[config.mk]
export PLATFORM = sky130hd
export DESIGN_NAME = blk_xfer_seq
export DESIGN_NICKNAME = d
export VERILOG_FILES = /design/src/rtl/blkx_pkg.sv /design/src/rtl/blkx_census.sv /design/src/rtl/blkx_pick_low.sv /design/src/rtl/blkx_addr_plan.sv /design/src/rtl/blk_xfer_seq.sv
export SDC_FILE = /design/constraint.sdc
export NUM_CORES = 1
export LEC_CHECK = 0
export ABC_AREA = 1
export CAP_MARGIN = 25
export CELL_PAD_IN_SITES_DETAIL_PLACEMENT = 0
export CELL_PAD_IN_SITES_GLOBAL_PLACEMENT = 1
export CORE_ASPECT_RATIO = 0.6
export CORE_UTILIZATION = 30
export CTS_CLUSTER_SIZE = 12
export DETAILED_ROUTE_END_ITERATION = 10
export DONT_BUFFER_PORTS = 1
export PLACE_DENSITY_LB_ADDON = 0.25
export SLEW_MARGIN = 40
export SYNTH_ARGS = -nofsm -noshare
export SYNTH_HDL_FRONTEND = slang
export SYNTH_HIERARCHICAL = 1
export SYNTH_SLANG_ARGS = --single-unit
[constraint.sdc]
create_clock -name clk -period 7.7 [get_ports clk]
set_clock_uncertainty 0.15 [all_clocks]
set_input_delay 1.925 -clock clk [delete_from_list [all_inputs] [get_ports clk]]
set_output_delay 1.925 -clock clk [all_outputs]
set_load 0.01 [all_outputs]
[src/rtl/blkx_pkg.sv]
package blkx_pkg;
  // bit 1: increment, bit 0: adjust before access
  typedef enum logic [1:0] {
    XM_DEC_AFTER  = 2'b00,
    XM_DEC_BEFORE = 2'b01,
    XM_INC_AFTER  = 2'b10,
    XM_INC_BEFORE = 2'b11
  } xfer_mode_e;

  typedef enum logic [1:0] {
    ST_IDLE = 2'b00,
    ST_XFER = 2'b01,
    ST_FIN  = 2'b10
  } seq_state_e;
endpackage

[src/rtl/blkx_census.sv]
module blkx_census #(
  parameter int NREG  = 16,
  parameter int CNT_W = $clog2(NREG + 1)
) (
  input  logic [NREG-1:0]  mask,
  output logic [CNT_W-1:0] count
);
  always_comb begin
    count = '0;
    for (int i = 0; i < NREG; i++) begin
      count = count + CNT_W'(mask[i]);
    end
  end
endmodule

[src/rtl/blkx_pick_low.sv]
module blkx_pick_low #(
  parameter int NREG  = 16,
  parameter int IDX_W = $clog2(NREG)
) (
  input  logic [NREG-1:0]  pending,
  output logic [NREG-1:0]  grant,
  output logic [IDX_W-1:0] idx
);
  always_comb begin
    grant = pending & (~pending + NREG'(1));
    idx   = '0;
    for (int i = NREG - 1; i >= 0; i--) begin
      if (pending[i]) idx = IDX_W'(i);
    end
  end
endmodule

[src/rtl/blkx_addr_plan.sv]
module blkx_addr_plan
  import blkx_pkg::*;
#(
  parameter int ADDR_W     = 32,
  parameter int CNT_W      = 5,
  parameter int WORD_BYTES = 4
) (
  input  logic [ADDR_W-1:0] base,
  input  logic [CNT_W-1:0]  count,
  input  xfer_mode_e        mode,
  output logic [ADDR_W-1:0] start_addr,
  output logic [ADDR_W-1:0] final_base
);
  localparam int              SH   = $clog2(WORD_BYTES);
  localparam logic [ADDR_W-1:0] STEP = ADDR_W'(WORD_BYTES);

  logic [ADDR_W-1:0] span;
  logic [ADDR_W-1:0] low_end;
  logic [ADDR_W-1:0] high_end;

  always_comb begin
    span     = ADDR_W'(count) << SH;
    low_end  = base - span;
    high_end = base + span;
    unique case (mode)
      XM_INC_AFTER:  begin start_addr = base;           final_base = high_end; end
      XM_INC_BEFORE: begin start_addr = base + STEP;    final_base = high_end; end
      XM_DEC_AFTER:  begin start_addr = low_end + STEP; final_base = low_end;  end
      default:       begin start_addr = low_end;        final_base = low_end;  end
    endcase
  end
endmodule

[src/rtl/blk_xfer_seq.sv]
module blk_xfer_seq
  import blkx_pkg::*;
#(
  parameter int ADDR_W     = 32,
  parameter int NREG       = 16,
  parameter int WORD_BYTES = 4,
  localparam int IDX_W     = $clog2(NREG),
  localparam int CNT_W     = $clog2(NREG + 1)
) (
  input  logic              clk,
  input  logic              rst_n,
  input  logic              req_valid,
  output logic              req_ready,
  input  logic [ADDR_W-1:0] req_base,
  input  logic [NREG-1:0]   req_mask,
  input  logic [1:0]        req_mode,
  input  logic              req_load,
  input  logic              req_wb,
  output logic              mem_valid,
  input  logic              mem_ready,
  output logic [ADDR_W-1:0] mem_addr,
  output logic [IDX_W-1:0]  mem_reg_idx,
  output logic              mem_write,
  output logic              done,
  output logic              wb_en,
  output logic [ADDR_W-1:0] wb_base
);
  localparam logic [ADDR_W-1:0] STEP = ADDR_W'(WORD_BYTES);

  // reset: asserted asynchronously, released on the clock
  logic [1:0] rst_sync_q;
  logic       rst_ni;

  always_ff @(posedge clk or negedge rst_n) begin
    if (!rst_n) rst_sync_q <= 2'b00;
    else        rst_sync_q <= {rst_sync_q[0], 1'b1};
  end
  assign rst_ni = rst_sync_q[1];

  // request-side planning
  logic [CNT_W-1:0]  req_count;
  logic [ADDR_W-1:0] plan_start;
  logic [ADDR_W-1:0] plan_final;

  blkx_census #(.NREG(NREG), .CNT_W(CNT_W)) u_census (
    .mask  (req_mask),
    .count (req_count)
  );

  blkx_addr_plan #(.ADDR_W(ADDR_W), .CNT_W(CNT_W), .WORD_BYTES(WORD_BYTES)) u_plan (
    .base       (req_base),
    .count      (req_count),
    .mode       (xfer_mode_e'(req_mode)),
    .start_addr (plan_start),
    .final_base (plan_final)
  );

  // state
  seq_state_e        state_q,  state_d;
  logic [NREG-1:0]   rem_q,    rem_d;
  logic [ADDR_W-1:0] addr_q,   addr_d;
  logic [ADDR_W-1:0] wbb_q,    wbb_d;
  logic              wbf_q,    wbf_d;
  logic              wr_q,     wr_d;

  logic [NREG-1:0]   pick_grant;
  logic [IDX_W-1:0]  pick_idx;
  logic [NREG-1:0]   rem_after;
  logic              take_en;
  logic              step_en;

  blkx_pick_low #(.NREG(NREG), .IDX_W(IDX_W)) u_pick (
    .pending (rem_q),
    .grant   (pick_grant),
    .idx     (pick_idx)
  );

  assign take_en   = (state_q == ST_IDLE) && req_valid;
  assign step_en   = (state_q == ST_XFER) && mem_ready;
  assign rem_after = rem_q & ~pick_grant;

  always_comb begin
    state_d = state_q;
    rem_d   = rem_q;
    addr_d  = addr_q;
    wbb_d   = wbb_q;
    wbf_d   = wbf_q;
    wr_d    = wr_q;
    unique case (state_q)
      ST_IDLE: begin
        if (take_en) begin
          rem_d   = req_mask;
          addr_d  = plan_start;
          wbb_d   = plan_final;
          wbf_d   = req_wb;
          wr_d    = !req_load;
          state_d = (req_mask == '0) ? ST_FIN : ST_XFER;
        end
      end
      ST_XFER: begin
        if (step_en) begin
          rem_d  = rem_after;
          addr_d = addr_q + STEP;
          if (rem_after == '0) state_d = ST_FIN;
        end
      end
      default: state_d = ST_IDLE;
    endcase
  end

  always_ff @(posedge clk or negedge rst_ni) begin
    if (!rst_ni) begin
      state_q <= ST_IDLE;
      rem_q   <= '0;
      addr_q  <= '0;
      wbb_q   <= '0;
      wbf_q   <= 1'b0;
      wr_q    <= 1'b0;
    end else begin
      state_q <= state_d;
      if (take_en || step_en) begin
        rem_q  <= rem_d;
        addr_q <= addr_d;
      end
      if (take_en) begin
        wbb_q <= wbb_d;
        wbf_q <= wbf_d;
        wr_q  <= wr_d;
      end
    end
  end

  assign req_ready   = (state_q == ST_IDLE);
  assign mem_valid   = (state_q == ST_XFER);
  assign mem_addr    = addr_q;
  assign mem_reg_idx = pick_idx;
  assign mem_write   = wr_q;
  assign done        = (state_q == ST_FIN);
  assign wb_en       = done && wbf_q;
  assign wb_base     = wbb_q;


  stall_hold_chk: assert property (@(posedge clk) disable iff (!rst_ni)
    (mem_valid && !mem_ready) |=> (mem_valid && $stable(mem_addr) &&
                                   $stable(mem_reg_idx) && $stable(mem_write)));


  done_pulse_chk: assert property (@(posedge clk) disable iff (!rst_ni)
    done |=> !done);


  idle_quiet_chk: assert property (@(posedge clk) disable iff (!rst_ni)
    req_ready |-> (!mem_valid && !done));


  addr_step_chk: assert property (@(posedge clk) disable iff (!rst_ni)
    (mem_valid && mem_ready) |=> (!mem_valid || (mem_addr == $past(mem_addr) + STEP)));


  idx_pending_chk: assert property (@(posedge clk) disable iff (!rst_ni)
    mem_valid |-> rem_q[mem_reg_idx]);


  wb_gate_chk: assert property (@(posedge clk) disable iff (!rst_ni)
    wb_en |-> done);
endmodule

# Yosys cells after proc, flatten, opt, wreduce, memory -nomap -nowiden
# Index checks and enable logic that the tools add are counted.
[word_totals]
in_bits = 56
reg_bits = 86
out_inout_bits = 73
wordCells = 82
[op_classes]
mux = 29
n_eq_ne = 7
n_addsub = 21
n_reduce_logical = 14
bitwise = 4
[ops]
columns = ["operator", "count"]
rows = [
  ["adder 32 x 3 -> 32 bit, second input constant", 3],
  ["two-way mux 32 bit", 3],
  ["case mux 32 bit (3 select lines)", 1],
  ["adder 5 x 1 -> 5 bit", 14],
  ["two-way mux 4 bit", 16],
  ["case mux 32 bit (2 select lines)", 1],
  ["adder 32 x 7 -> 32 bit", 1],
  ["AND 16 bit", 2],
  ["zero test 16 bit", 2],
  ["two-way mux 16 bit", 2],
  ["inverter 16 bit", 2],
  ["case mux 16 bit (2 select lines)", 1],
  ["subtractor 32 x 7 -> 32 bit", 1],
  ["adder 16 x 1 -> 16 bit, second input constant", 1],
  ["two-way mux 2 bit", 4],
  ["== test 2 bit, second input constant", 3],
  ["!= test 2 x 1 -> 1 bit, second input constant", 3],
  ["zero test 2 bit", 2],
  ["case mux 2 bit (2 select lines)", 1],
  ["AND reduction 4 bit", 1],
  ["logical AND 1 bit", 3],
  ["AND reduction 3 bit", 1],
  ["adder 1 x 1 -> 2 bit", 1],
  ["== test 2 x 1 -> 1 bit, second input constant", 1],
  ["other kinds (5)", 5],
]

# Depth between registers and ports, before layout
[logic_depth]
word_depth = 20
depth_mapped = 38
mapped_depth_nobuf = 37

# By module
# Netlist, hierarchy kept.
[by_module_without_submodules]
columns = ["mod", "area_per_inst_um2", "seq_area_each_um2", "cells_each", "n_inst"]
rows = [
  ["blk_xfer_seq", 4802.1, 2152.1, 675, 1],
  ["blkx_addr_plan", 4789.6, 0.0, 975, 1],
  ["blkx_pick_low", 407.9, 0.0, 75, 1],
  ["blkx_census", 396.6, 0.0, 48, 1],
]

# Worst setup path after synthesis
# No wires, ideal clock.
[synth_timing]
path_type = "in2reg"
startpoint = "input port req_mask[2]"
endpoint = "register addr_q[16] (netlist: mem_addr[16])"
n_path_buf = 0
setup_time_ns = 0.113
stages = 27
arrival_time_ns = 7.254
setup_slack_ns = 0.183
required_time_ns = 7.437
path_cell_list = "inv_1 -> fa_1 -> fa_1 -> fa_1 -> fa_1 -> fa_1 -> fa_1 -> inv_1 -> fa_1 -> o21ai_1 -> ha_1 -> inv_1 -> nor2_1 -> nand3_1 -> inv_1 -> nand2_1 -> nor2_2 -> nand2_1 -> nor2_1 -> nand2_1 -> o211ai_1 -> a21oi_1 -> or2_2 -> nand2_1 -> nand2_1 -> nand2_1 -> inv_1"
[synth_via]
elab_chain_len = 19
[synth_lines]
columns = ["element", "line", "text"]
rows = [
  ["start: declaration", "blk_xfer_seq.sv:15", "input logic [NREG-1:0] req_mask,"],
  ["adder 5 x 1 -> 5 bit * (14 in series)", "blkx_census.sv:11", "count = count + CNT_W'(mask[i]);"],
  ["via req_count[1]", "blk_xfer_seq.sv:41", "logic [CNT_W-1:0] req_count;"],
  ["subtractor 32 x 7 -> 32 bit *", "blkx_addr_plan.sv:23", "low_end = base - span;"],
  ["adder 32 x 3 -> 32 bit", "blkx_addr_plan.sv:28", "XM_DEC_AFTER: begin start_addr = low_end + STEP; final_base = low_end; end"],
  ["case mux 32 bit (3 select lines) *", "blkx_addr_plan.sv:25", "unique case (mode)"],
  ["via plan_start[16]", "blk_xfer_seq.sv:42", "logic [ADDR_W-1:0] plan_start;"],
  ["two-way mux 32 bit *", "blk_xfer_seq.sv:91", "if (take_en) begin"],
  ["case mux 32 bit (2 select lines) *", "blk_xfer_seq.sv:89", "unique case (state_q)"],
  ["end signal: assignment", "blk_xfer_seq.sv:123", "addr_q <= addr_d;"],
  ["end: declaration", "blk_xfer_seq.sv:61", "logic [ADDR_W-1:0] addr_q, addr_d;"],
]
# The timed path passes the listed nets; every way through them passes the cells marked *. The select of a mux whose other input is x is not followed.
# A chain may end at the register's enable or synchronous reset.

# Final worst setup path
[layout_timing]
startpoint = "input port req_mask[7]"
endpoint = "register addr_q[21] (netlist: mem_addr[21])"
[layout_via]
elab_chain_len = 14
[layout_lines]
columns = ["element", "line"]
rows = [
  ["adder 5 x 1 -> 5 bit * (9 in series)", "blkx_census.sv:11"],
  ["via req_count[1]", "blk_xfer_seq.sv:41"],
  ["subtractor 32 x 7 -> 32 bit *", "blkx_addr_plan.sv:23"],
  ["adder 32 x 3 -> 32 bit", "blkx_addr_plan.sv:28"],
  ["case mux 32 bit (3 select lines) *", "blkx_addr_plan.sv:25"],
  ["via plan_start[21]", "blk_xfer_seq.sv:42"],
  ["two-way mux 32 bit *", "blk_xfer_seq.sv:91"],
  ["case mux 32 bit (2 select lines) *", "blk_xfer_seq.sv:89"],
]
# Marked as above.

==> reports/qor.csv <==
metric,value,unit
Worst Hold Class,flip-flop to async pin,
H-tree lvl count,3,
number of DRC markers in iteration 0,1174,
PnR worst setup slack,188,ps
largest net degree at the start of global routing,88,
Leakage Power,5.98,nW
initial antenna violation count,0,
post-synthesis sequential area ratio,0.207,
CTS Hold Buffers Added,0,
Critical Path AT,7630,ps
Async SR Flop Fraction,1.00,
Final period util,0.976,
# DRC,0,
"commonest non-fill, non-tap cells in the layout","593 x nand2_1, 172 x inv_1, 161 x buf_4",
Core ar.,33900,um^2
Tot Pwr,3.95,mW
net count after synthesis,1862,
Worst R2R Setup Slack,5120,ps
max_cap viols,0,
placed cell areas,11700,um^2
DIE AREA,35400,um^2
Setup Crit Path Kind,input port to flip-flop,
"commonest non-fill, non-tap cell in the layout",nand2_1,
"area leader, netlist",nand2_1,
max incr delay on CP,550,ps
Setup WS pre-CTS,-522,ps
Mapped Area,10400,um^2
synthesized instance count,1773,
startpoint types,input port,
data required time of the worst path,7820,ps
Clock transition at path regs,70,ps
n_diodes,0,
synthesized area per cell,5.86,um^2
relative slew slack,0.470,
GPL Wtd Cong,0.943,
Final ANT Viol Nets,0,
fin area,12500,um^2
Die H,146,um
CTS buffer count,9,
DRT Wirelength,43200,um
clk root buf,clkbuf_16,
first-pass detailed-route iteration total,7,
Clock Path Buffers,2,
IO Count,129,
peak supply drop,181,uV
setup_tns,0,ps
vias post-DR,11775,
IO buf count,0,
ratio of cells with drive above 1 in the final layout,0.212,
Die Wd,242,um
via/cell ratio,5.04,
Synth Register Bits,86,
Netlist cell types,51,
synth top area cells,"nand2_1 22%, dfrtp_1 21%, nand3_1 7.4%",
worst-margin pin slew,792,ps
Worst path slowest cell,fa_1,
CP Max Fanout,4,
Yosys top cell area share,0.223,
Total GRT Usage,0.245,
CTS tree,yes,
synthesis-to-finish area growth,20.1,%
final setup vio count,0,
fin. max-slew vios,0,
Starting Density,0.307,
endpoints failing hold,0,
Nets,1962,
vias in the first global route,11011,
Routed wire per std cell,18.5,um
status,finished clean,
Worst setup EP type,flip-flop,
Final HPWL DP,34200,um
clk_lat worst skew,370,ps
total gr overflow,0,
fmax,0.133,GHz
CTS Sinks,86,
Reg2Reg Depth,6,
Rows,52,
number of synthesized flops with an enable pin,0,
most frequent CP cell,nand2_1,
Power Dens Cells,316,nW/um^2
min Tclk post-route,7510,ps
Most used DFF post-synth,dfrtp_1,
first-pass GRT wire length,66200,um
synth warn,6,
## cell families (layout without fill, tap and decap cells)
group	after synthesis	after routing	synth area share
xor gates and xnor gates	25	25	0.0211
DFF	86	86	0.207
other	1	1	0.000361
adders and majority gates	33	33	0.0484
AOI/OAI and AO/OA	232	232	0.124
buffers and inverters	276	381	0.115
muxes	1	1	0.000963
and+or+nand+nor	1119	1119	0.483
## Yosys cell counts, types with 17 or more instances
cell type  instances
inv_2             19
nand4_1           27
nand2_2           33
a21oi_1           86
nor2_2            25
clkbuf_1          21
o21ai_1           37
dfrtp_1           86
nand3_1          153
xor2_1            24
inv_1            175
o21ai_0           56
nor2_4            24
or2_2             18
ha_1              21
buf_2             27
nor2_1           184
nand2_1          619
buf_4             17
## layer usage
layer  global-route usage  routed length [um]  vias to the layer above
li1                     -                   -                     5855
met1                0.386               22600                     5539
met2                0.343               17200                      356
met3               0.0430                3010                       25
met4               0.0418                 405                        0
met5                    0                   0                        -
## cell type report
cell class	instances	area (um^2)
fill	3804	21400
multi-input combinational	1411	7420
sequential	86	2160
timing repair buffer	166	1300
inverter	199	754
tap	459	574
clock buffer	11	243
clock inverter	5	35.0
## flip-flops by register name (all words and copies together), names as in the netlist
register / count
wb_base: 32
wbf_q: 1
rem_q: 16
mem_write: 1
mem_addr: 32
rst_sync_q: 2
state_q: 2
## critical path, delay by kind of cell
kind,cells,cell delay (ps)
buffers and inverters,6,530
adder cells (fa/ha/maj),7,3220
AND/OR/NAND/NOR,15,1690
AO/OA/AOI/OAI,2,260
## power by group
| group | switching [mW] | internal (mW) | leakage [nW] |
|---|---|---|---|
| clock network | 0.218 | 0.228 | 0.135 |
| registers | 0.358 | 0.671 | 1.04 |
| logic | 1.53 | 0.943 | 4.80 |
## what timing repair did
action / CTS / global route
gates resized for setup: 7 / 92
setup endpoints to repair: 12 / 22
hold endpoints to repair: 0 / 0
pin swaps: 2 / 25
buffers inserted: 1 / 7
## through the flow
stage | instances | utilization | hold slack [ps]
2_1_floorplan | 1773 | - | 181
3_3_place_gp | 2313 | 0.346 | 187
3_5_place_dp | 2313 | 0.346 | 190
4_1_cts | 2330 | 0.356 | 195
5_1_grt | 2337 | 0.368 | 216
6_report | 2337 | 0.368 | 158
## path summary, 6_finish.rpt
kind | from | endpoint
max in group asynchronous | rst_sync_q[1] | wb_base[17]
max | req_mask[7] | mem_addr[21]
min reg2reg | rst_sync_q[1] | wbf_q
min in group clk | rst_sync_q[0] | rst_sync_q[1]
max reg2reg | state_q[1] | rem_q[7]
min | rst_sync_q[1] | wbf_q
(Power assumes the default switching activity.)
